## config.mk

```make
export PLATFORM = sky130hd
export DESIGN_NAME = rename_history_buf
export DESIGN_NICKNAME = d
export VERILOG_FILES = /design/src/rtl/rhb_pkg.sv /design/src/rtl/rhb_store.sv /design/src/rtl/rhb_ctrl.sv /design/src/rtl/rename_history_buf.sv
export SDC_FILE = /design/constraint.sdc
export NUM_CORES = 1
export LEC_CHECK = 0
export ABC_AREA = 1
export BUFFER_PORTS_ARGS = -buffer_cell sky130_fd_sc_hd__buf_2
export CORE_ASPECT_RATIO = 1.2
export CORE_MARGIN = 2
export CORE_UTILIZATION = 28
export CTS_CLUSTER_SIZE = 24
export DETAILED_ROUTE_END_ITERATION = 8
export GPL_TIMING_DRIVEN = 0
export SYNTH_ARGS = -nofsm -noshare
export SYNTH_HDL_FRONTEND = slang
export SYNTH_SLANG_ARGS = --single-unit
```

## constraint.sdc

```tcl
create_clock -name clk -period 2.5 [get_ports clk]
set_input_delay 0.5 -clock clk [delete_from_list [all_inputs] [get_ports clk]]
set_output_delay 0.5 -clock clk [all_outputs]
set_load 0.01 [all_outputs]
```

## src/rtl/rhb_pkg.sv

```systemverilog
package rhb_pkg;
    localparam int unsigned RHB_ARCH_REGS = 16;
    localparam int unsigned RHB_PHYS_TAGS = 64;
    localparam int unsigned RHB_DEPTH     = 16;

    localparam int unsigned RHB_ARCH_W = $clog2(RHB_ARCH_REGS);
    localparam int unsigned RHB_TAG_W  = $clog2(RHB_PHYS_TAGS);
    localparam int unsigned RHB_IDX_W  = $clog2(RHB_DEPTH);
    localparam int unsigned RHB_PTR_W  = RHB_IDX_W + 1;

    typedef logic [RHB_ARCH_W-1:0] arch_t;
    typedef logic [RHB_TAG_W-1:0]  tag_t;
    typedef logic [RHB_IDX_W-1:0]  idx_t;
    typedef logic [RHB_PTR_W-1:0]  ptr_t;

    typedef struct packed {
        arch_t arch;
        tag_t  prev;
        tag_t  fresh;
    } rhb_rec_t;

    typedef enum logic {
        RHB_IDLE = 1'b0,
        RHB_WALK = 1'b1
    } rhb_mode_e;

    function automatic idx_t ptr_idx(input ptr_t p);
        return p[RHB_IDX_W-1:0];
    endfunction

    function automatic logic ptr_full(input ptr_t h, input ptr_t t);
        return (h[RHB_IDX_W] != t[RHB_IDX_W]) && (ptr_idx(h) == ptr_idx(t));
    endfunction
endpackage

```

## src/rtl/rhb_store.sv

```systemverilog
module rhb_store
    import rhb_pkg::*;
(
    input  logic     clk,
    input  logic     rst,
    input  logic     wr_en,
    input  idx_t     wr_idx,
    input  rhb_rec_t wr_rec,
    input  logic     done_en,
    input  idx_t     done_idx,
    input  idx_t     head_idx,
    input  idx_t     last_idx,
    output rhb_rec_t head_rec,
    output logic     head_done,
    output rhb_rec_t last_rec
);
    rhb_rec_t recs   [RHB_DEPTH];
    logic     done_q [RHB_DEPTH];

    for (genvar s = 0; s < RHB_DEPTH; s++) begin : g_slot
        always_ff @(posedge clk) begin
            if (wr_en && wr_idx == idx_t'(s)) begin
                recs[s] <= wr_rec;
            end
            if (rst) begin
                done_q[s] <= 1'b0;
            end else if (wr_en && wr_idx == idx_t'(s)) begin
                done_q[s] <= 1'b0;
            end else if (done_en && done_idx == idx_t'(s)) begin
                done_q[s] <= 1'b1;
            end
        end
    end

    assign head_rec  = recs[head_idx];
    assign head_done = done_q[head_idx];
    assign last_rec  = recs[last_idx];
endmodule

```

## src/rtl/rhb_ctrl.sv

```systemverilog
module rhb_ctrl
    import rhb_pkg::*;
(
    input  logic clk,
    input  logic rst,
    input  logic alloc_valid,
    input  logic flush_valid,
    input  idx_t flush_idx,
    input  logic head_done,
    output idx_t head_idx,
    output idx_t tail_idx,
    output idx_t last_idx,
    output logic alloc_ready,
    output logic alloc_fire,
    output logic commit_fire,
    output logic walk_fire
);
    ptr_t      head_q, tail_q, tail_m1;
    idx_t      target_q;
    rhb_mode_e mode_q;
    logic      empty, full, walk_last;

    always_comb begin
        tail_m1     = tail_q - ptr_t'(1);
        empty       = (head_q == tail_q);
        full        = ptr_full(head_q, tail_q);
        walk_fire   = (mode_q == RHB_WALK);
        walk_last   = (ptr_idx(tail_m1) == target_q);
        alloc_ready = !full && (mode_q == RHB_IDLE) && !flush_valid;
        alloc_fire  = alloc_valid && alloc_ready;
        commit_fire = (mode_q == RHB_IDLE) && !flush_valid && !empty && head_done;
        head_idx    = ptr_idx(head_q);
        tail_idx    = ptr_idx(tail_q);
        last_idx    = ptr_idx(tail_m1);
    end

    always_ff @(posedge clk) begin
        if (rst) begin
            head_q   <= '0;
            tail_q   <= '0;
            target_q <= '0;
            mode_q   <= RHB_IDLE;
        end else begin
            if (commit_fire) begin
                head_q <= head_q + ptr_t'(1);
            end
            unique case (mode_q)
                RHB_IDLE: begin
                    if (alloc_fire) begin
                        tail_q <= tail_q + ptr_t'(1);
                    end
                    if (flush_valid && !empty) begin
                        mode_q   <= RHB_WALK;
                        target_q <= flush_idx;
                    end
                end
                RHB_WALK: begin
                    tail_q <= tail_m1;
                    if (walk_last) begin
                        mode_q <= RHB_IDLE;
                    end
                end
                default: mode_q <= RHB_IDLE;
            endcase
        end
    end
endmodule

```

## src/rtl/rename_history_buf.sv

```systemverilog
module rename_history_buf
    import rhb_pkg::*;
(
    input  logic                  clk,
    input  logic                  rst,
    input  logic                  alloc_valid,
    input  logic [RHB_ARCH_W-1:0] alloc_arch,
    input  logic [RHB_TAG_W-1:0]  alloc_prev,
    input  logic [RHB_TAG_W-1:0]  alloc_new,
    output logic                  alloc_ready,
    output logic [RHB_IDX_W-1:0]  alloc_idx,
    input  logic                  done_valid,
    input  logic [RHB_IDX_W-1:0]  done_idx,
    input  logic                  flush_valid,
    input  logic [RHB_IDX_W-1:0]  flush_idx,
    output logic                  restore_valid,
    output logic [RHB_ARCH_W-1:0] restore_arch,
    output logic [RHB_TAG_W-1:0]  restore_tag,
    output logic                  free_valid,
    output logic [RHB_TAG_W-1:0]  free_tag
);
    if (RHB_PHYS_TAGS < RHB_ARCH_REGS + RHB_DEPTH) begin : g_pool_too_small
        $error("tag pool smaller than architectural registers plus buffer depth");
    end
    if ((1 << RHB_IDX_W) != RHB_DEPTH) begin : g_depth_not_pow2
        $error("buffer depth must be a power of two");
    end

    idx_t     head_idx, tail_idx, last_idx;
    logic     alloc_fire, commit_fire, walk_fire, head_done;
    rhb_rec_t head_rec, last_rec, in_rec;

    assign in_rec = '{arch: alloc_arch, prev: alloc_prev, fresh: alloc_new};

    rhb_ctrl u_ctrl (
        .clk         (clk),
        .rst         (rst),
        .alloc_valid (alloc_valid),
        .flush_valid (flush_valid),
        .flush_idx   (flush_idx),
        .head_done   (head_done),
        .head_idx    (head_idx),
        .tail_idx    (tail_idx),
        .last_idx    (last_idx),
        .alloc_ready (alloc_ready),
        .alloc_fire  (alloc_fire),
        .commit_fire (commit_fire),
        .walk_fire   (walk_fire)
    );

    rhb_store u_store (
        .clk       (clk),
        .rst       (rst),
        .wr_en     (alloc_fire),
        .wr_idx    (tail_idx),
        .wr_rec    (in_rec),
        .done_en   (done_valid),
        .done_idx  (done_idx),
        .head_idx  (head_idx),
        .last_idx  (last_idx),
        .head_rec  (head_rec),
        .head_done (head_done),
        .last_rec  (last_rec)
    );

    always_comb begin
        alloc_idx     = tail_idx;
        restore_valid = walk_fire;
        restore_arch  = last_rec.arch;
        restore_tag   = last_rec.prev;
        free_valid    = walk_fire || commit_fire;
        free_tag      = walk_fire ? last_rec.fresh : head_rec.prev;
    end
endmodule

```

==> Word-level counts from Yosys, hierarchy flattened <==
Memory sizes are Yosys's and may differ from the RTL's. A register that Yosys moved wholly into a read port is not among the register bits.
Cells that the tools add are included.
{ "classes": {"eq_ne": 35, "bitwise_logic": 33, "reduce_logical": 62, "mux": 217, "n_addsub": 3} }
{ "op_table": {"columns": ["cell", "n"], "rows": [
  ["16-bit 2-to-1 mux", 15],
  ["16-bit OR reduction", 15],
  ["1-bit 2-to-1 mux", 179],
  ["4-bit 2-to-1 mux", 19],
  ["4-bit equality test, second input constant", 16],
  ["1-bit logical AND", 40],
  ["4-bit by 3-bit equality test with 1-bit output, second input constant", 8],
  ["1-bit bitwise OR", 32],
  ["4-bit by 2-bit equality test with 1-bit output, second input constant", 4],
  ["5-bit by 1-bit adder with 5-bit output, second input constant", 2],
  ["5-bit one-hot mux with 2 select lines", 1],
  ["4-bit by 1-bit equality test with 1-bit output, second input constant", 2],
  ["4-bit equality test", 2],
  ["4-bit zero test", 2],
  ["6-bit 2-to-1 mux", 1],
  ["5-bit equality test", 1],
  ["5-bit 2-to-1 mux", 1],
  ["5-bit by 1-bit subtractor with 5-bit output, second input constant", 1],
  ["1-bit zero test", 3],
  ["2-bit by 1-bit != test with 1-bit output, second input constant", 1],
  ["1-bit one-hot mux with 2 select lines", 1],
  ["2-bit AND reduction", 1],
  ["1-bit logical OR", 1],
  ["1-bit != test", 1],
  ["1-bit inverter", 1]
]} }
{ "totals": {"ff_bits": 15, "word_cells": 356, "mem_bits_rw": 272, "output_inout_bits": 23, "memories": 2} }
{ "memory_table": {"columns": ["memory", "words", "word_bits", "read_ports", "rd_ports_with_merged_regs", "write_ports", "line_no", "source"], "rows": [
  ["u_store.recs", 16, 16, 2, 1, 1, "rhb_store.sv:17", "rhb_rec_t recs [RHB_DEPTH];"],
  ["u_store.done_q", 16, 1, 1, 1, 16, "rhb_store.sv:18", "logic done_q [RHB_DEPTH];"]
]} }

==> Logic depth before layout (Yosys ltp) <==
{ "logic_depth": {"depth_word": 25, "ltp_mapped": 14, "mapped_depth_nobuf": 11} }

==> Cells and area by module <==
A second synthesis with hierarchy kept.
{ "unflattened": {"cells_unflattened": 1967, "hier_area_um2": 15760.1} }
{ "modules_own_cells": {"columns": ["mod", "seq_area_each_um2", "instances", "area_per_inst_um2", "cells_each"], "rows": [
  ["rhb_store", 8167.8, 1, 14624.0, 1792],
  ["rhb_ctrl", 300.3, 1, 1058.5, 155],
  ["rename_history_buf", 0.0, 1, 77.6, 20]
]} }

==> Worst setup path after synthesis <==
No wires, ideal clock.
{ "synth_path": {"kind": "register to output", "from": "register u_ctrl.tail_q[0]", "to": "output restore_arch[0]", "stages_incl_launch_ff": 12, "t_arrival_ns": 2.178, "n_path_buf": 4, "setup_slack_ns": -0.178, "cell_sequence": "dfxtp_1 > inv_2 > buf_2 > clkbuf_1 > ha_1 > buf_2 > inv_1 > clkbuf_1 > o21ai_0 > o221ai_1 > o211ai_1 > nand2_1"} }
{ "synth_via": {"elab_chain_cells": 2} }
{ "synth_lines": {"columns": ["element", "line_no", "source"], "rows": [
  ["from (decl)", "rhb_ctrl.sv:18", "ptr_t head_q, tail_q, tail_m1;"],
  ["from (signal assigned)", "rhb_ctrl.sv:50", "tail_q <= tail_q + ptr_t'(1);"],
  ["from (signal assigned)", "rhb_ctrl.sv:58", "tail_q <= tail_m1;"],
  ["5-bit by 1-bit subtractor with 5-bit output", "rhb_ctrl.sv:24", "tail_m1 = tail_q - ptr_t'(1);"],
  ["memory read 16 x 16 bit", null, null],
  ["to (decl)", "rename_history_buf.sv:17", "output logic [RHB_ARCH_W-1:0] restore_arch,"]
]} }
Every way passes these cells.

==> Worst setup path in the final report <==
{ "layout_path": {"from": "register u_ctrl.tail_q[0]", "to": "output free_tag[3]"} }
{ "layout_via": {"elab_chain_cells": 3} }
{ "layout_lines": {"columns": ["element", "line_no", "source"], "rows": [
  ["5-bit by 1-bit subtractor with 5-bit output", "rhb_ctrl.sv:24", null],
  ["memory read 16 x 16 bit", null, null],
  ["6-bit 2-to-1 mux", "rename_history_buf.sv:72", "free_tag = walk_fire ? last_rec.fresh : head_rec.prev;"],
  ["to (decl)", "rename_history_buf.sv:20", "output logic [RHB_TAG_W-1:0] free_tag"]
]} }
Every way passes these cells.

==> flow_metrics.py <==
metrics = {
    "run_status": {
        "status": "finished, violations left",
        "violations": "negative setup slack",
    },
    "cells_and_area": {
        "stdcell_count": 2032,
        "drive_above_1_share_pct": 20.4,
        "n_antenna_cell": 0,
        "area_delta_synth_final_pct": 23.5,
        "final_nets": 1422,
        "fillers": 4601,
        "finish.instance_area_mm2": 0.0164,
    },
    "logic_synthesis": {
        "avgSynthCellArea_um2": 10.4,
        "ys_warn_count": 0,
        "syn_area_mm2": 0.0133,
        "syn_nets": 1309,
        "synth_seq_area_share_pct": 64.4,
        "syn_inst": 1274,
        "yosysUniqueCellTypes": 33,
        "ys_ff_latch": 291,
    },
    "floorplanning": {
        "core_area_mm2": 0.0469,
        "die_area_mm2": 0.0492,
        "die_width_um": 203,
        "initial_core_util_pct": 28.3,
        "ios": 52,
        "rows": 87,
        "die_h_um": 242,
    },
    "pwr": {
        "p_seq_share_pct": 28.7,
        "swShare_pct": 40.5,
        "leakagePower_nw": 5.87,
        "p_int_mw": 11.8,
        "power_per_cell_area_mw_per_mm2": 1210,
        "combinationalPowerShare_pct": 48.8,
        "p_sw_mw": 8.02,
        "ir_drop_mv": 0.683,
        "clkPwrFrac_pct": 22.5,
    },
    "clock_tree": {
        "h-tree-depth": 1,
        "cts_root_buf": "clkbuf_16",
        "clock-sinks": 291,
        "cts_buffer_depth": 3,
        "clock_latency_ps": 560,
        "cts.hold.buffers_added": 0,
        "cts_tree": "built",
        "cts_inserted_buffers": 28,
        "clk_pin_slew_worst_paths_ps": 60,
    },
    "setup_path": {
        "setup.worst_path.class": "reg -> out",
        "rr_endpoint": "u_store.recs[4][11]",
        "crit_buf_inv": 7,
        "r2r_cells": 12,
        "timing.critical_path.arrival_ps": 2760,
        "endpoint_kind": "primary output",
        "crit_path_frequent_cell": "buf_12",
        "cp.required_ps": 2000,
        "timing.critical_path.to": "free_tag[3]",
        "crit_chain": "inv_8 > buf_12 > clkbuf_16 > ha_4 > buf_12 > inv_12 > buf_12 > nand3_1 > a21oi_2 > nor2_1 > o31ai_1 > nand2_1 > nand2_1 > nand2_2 > buf_6",
        "reg2reg_from": "u_ctrl.tail_q[0]",
        "critPathLaunchType": "flip-flop",
        "crit_family": "buffers and inverters",
        "r2r_slack_ps": 70,
        "cpPeakStageDelay_ps": 400,
        "crit_cells": 15,
        "worstPathMaxFanout": 7,
        "crit_start": "u_ctrl.tail_q[0]",
        "slowest_stage": "dfxtp_4",
    },
    "sta": {
        "skew_ps": 15.4,
        "post-route-period-util_pct": 130,
        "period_needed_ps": 3260,
        "fin_ws_ps": -761,
        "fmax_ghz": 0.307,
        "setup_viol": 17,
        "tightest_slew_ps": 714,
        "slew_viol_final": 0,
        "rsz0062_at_grt": "true",
        "slew_headroom_pct": 52.4,
        "hold_viol_final": 0,
    },
    "grt": {
        "grt_pass1_wl_um": 63300,
        "grt_max_degree": 17,
        "track_usage_pct": 16.9,
        "antenna_found_initial": 0,
        "grt_pass1_vias": 10406,
        "grt-ovfl-total": 0,
    },
    "placed_design": {
        "place_ws_ps": -1160,
        "dpl.cell_count": 1947,
        "dp_hpwl_um": 26900,
        "port-buffer-count": 50,
        "gp_congestion": 0.895,
        "place_area_mm2": 0.0143,
    },
    "detailed_routing": {
        "drc": 0,
        "vias": 10469,
        "dr.pass1.iters": 6,
        "avgViaCountPerCell": 5.15,
        "first_iter_violations": 923,
        "routed_wl_um": 42600,
        "wire_per_inst_um": 21.0,
        "drtAntennaViolNets": 0,
    },
    "job": {
        "max-cap-violations": 0,
    },
    "worst_hold_path": {
        "worstHoldPathType": "in -> reg",
    },
}
-- power groups by stage --
stage | clock, mW | sequential [mW] | combinational [mW]
after floorplan | 0 | 5.74 | 4.52
after global placement | 0 | 5.79 | 7.39
after detailed placement | 0 | 5.79 | 7.43
after CTS | 4.50 | 5.68 | 8.93
after global routing | 4.70 | 5.70 | 10.2
final | 4.45 | 5.68 | 9.65
-- cell families (layout without fill, tap and decap cells) --
| group | Yosys count | in the layout | share of synthesized area [%] |
|---|---|---|---|
| AND/OR/NAND/NOR | 478 | 478 | 15.5 |
| AO/OA/AOI/OAI | 305 | 305 | 12.8 |
| flip-flops | 291 | 291 | 64.4 |
| buffers and inverters | 183 | 318 | 5.98 |
| XOR/XNOR | 11 | 11 | 0.783 |
| adder cells (fa/ha/maj) | 6 | 6 | 0.566 |
-- layout by cell type, fill, tap and decap left out, types with 10 or more instances in the layout --
master,Yosys,layout
o211ai_1,40,40
o221ai_1,13,13
nand2_2,2,18
o21ai_1,4,13
nand2_1,210,190
clkinvlp_4,0,18
edfxtp_1,272,272
buf_6,2,20
buf_4,11,28
a21oi_1,95,81
dfxtp_1,19,16
clkbuf_1,27,16
nand3_2,4,10
inv_1,92,74
clkbuf_16,0,34
a21oi_2,0,10
clkinv_1,1,10
nand3_1,126,117
buf_2,38,73
nor2_1,121,116
buf_12,0,13
o21ai_0,140,128
-- synth_stat cells (all sizes together) --
library cell / instances / area [um^2]
a21oi: 95 / 475
nand3b: 1 / 11.3
clkbuf: 27 / 101
xnor2: 3 / 26.3
inv: 98 / 370
o21ai: 144 / 721
edfxtp: 272 / 8170
ha: 6 / 75.1
o211ai: 40 / 300
dfxtp: 19 / 380
o31ai: 6 / 45.0
o221ai: 13 / 114
nor3: 4 / 20.0
nor2: 126 / 505
nand3: 131 / 688
xor2: 8 / 77.6
nand2: 212 / 801
clkinv: 1 / 3.75
buf: 57 / 318
o22ai: 7 / 43.8
nand4: 4 / 25.0
-- worst reg2reg max path, delay by kind of cell, from the launching register on --
| family | cells | cell delay [ps] |
|---|---|---|
| flip-flops | 1 | 400 |
| AND/OR/NAND/NOR | 7 | 730 |
| buffers and inverters | 5 | 870 |
-- how the worst min path moves through the flow --
stage | cells after the start | to | slack (ps) | start
6_report | 3 | u_ctrl.target_q[0] | 210 | flush_idx[0]
5_1_grt | 3 | u_ctrl.target_q[3] | 240 | flush_idx[3]
4_1_cts | 3 | u_ctrl.target_q[0] | 210 | flush_idx[0]
3_5_place_dp | 2 | u_ctrl.target_q[2] | 470 | u_ctrl.target_q[2]
3_3_place_gp | 2 | u_ctrl.target_q[2] | 470 | u_ctrl.target_q[2]
2_1_floorplan | 2 | u_ctrl.target_q[2] | 440 | u_ctrl.target_q[2]
-- state kept, by name, summed over array words and instances (netlist names), named ones only --
name,count
u_ctrl.tail_q,5
u_store.recs,256
u_ctrl.walk_fire,1
u_ctrl.target_q,4
u_ctrl.head_q,5
u_store.done_q,16
-- what timing repair did --
item	CTS	global route
setup endpoints to repair	260	145
buffers inserted	16	15
pin swaps	38	33
gates cloned	4	0
resized for setup	130	65
-- per-stage QoR --
| step | util (%) | setup TNS, ps | power (mW) | hold slack (ps) |
|---|---|---|---|---|
| 2_1_floorplan | - | 0 | 10.3 | 444 |
| 3_3_place_gp | 30.5 | -93980 | 13.2 | 466 |
| 3_5_place_dp | 30.5 | -97760 | 13.2 | 471 |
| 4_1_cts | 34.1 | -10550 | 19.1 | 208 |
| 5_1_grt | 34.9 | -13070 | 20.6 | 239 |
| 6_report | 34.9 | -10880 | 19.8 | 215 |
-- routing by layer --
metal  vias to the layer above  wire [um]  track usage (%)
li1                       4721          -                -
met1                      5104      15900             19.8
met2                       492      21200             29.4
met3                       152       2900             2.09
met4                         0       2530             10.5
met5                         -          0                0
-- final cells by class --
| cell class | instances | area (um^2) | share of cell area, % |
|---|---|---|---|
| Timing Repair Buffer | 84 | 732 | 4.47 |
| Sequential cell | 291 | 8550 | 52.2 |
| Inverter | 99 | 459 | 2.80 |
| Tap cell | 623 | 779 | 4.76 |
| Clock inverter | 21 | 230 | 1.40 |
| Buffer | 83 | 663 | 4.05 |
| Clock buffer | 31 | 733 | 4.47 |
| Multi-Input combinational cell | 800 | 4240 | 25.9 |
Note: power is estimated with default switching activity, not from simulation.
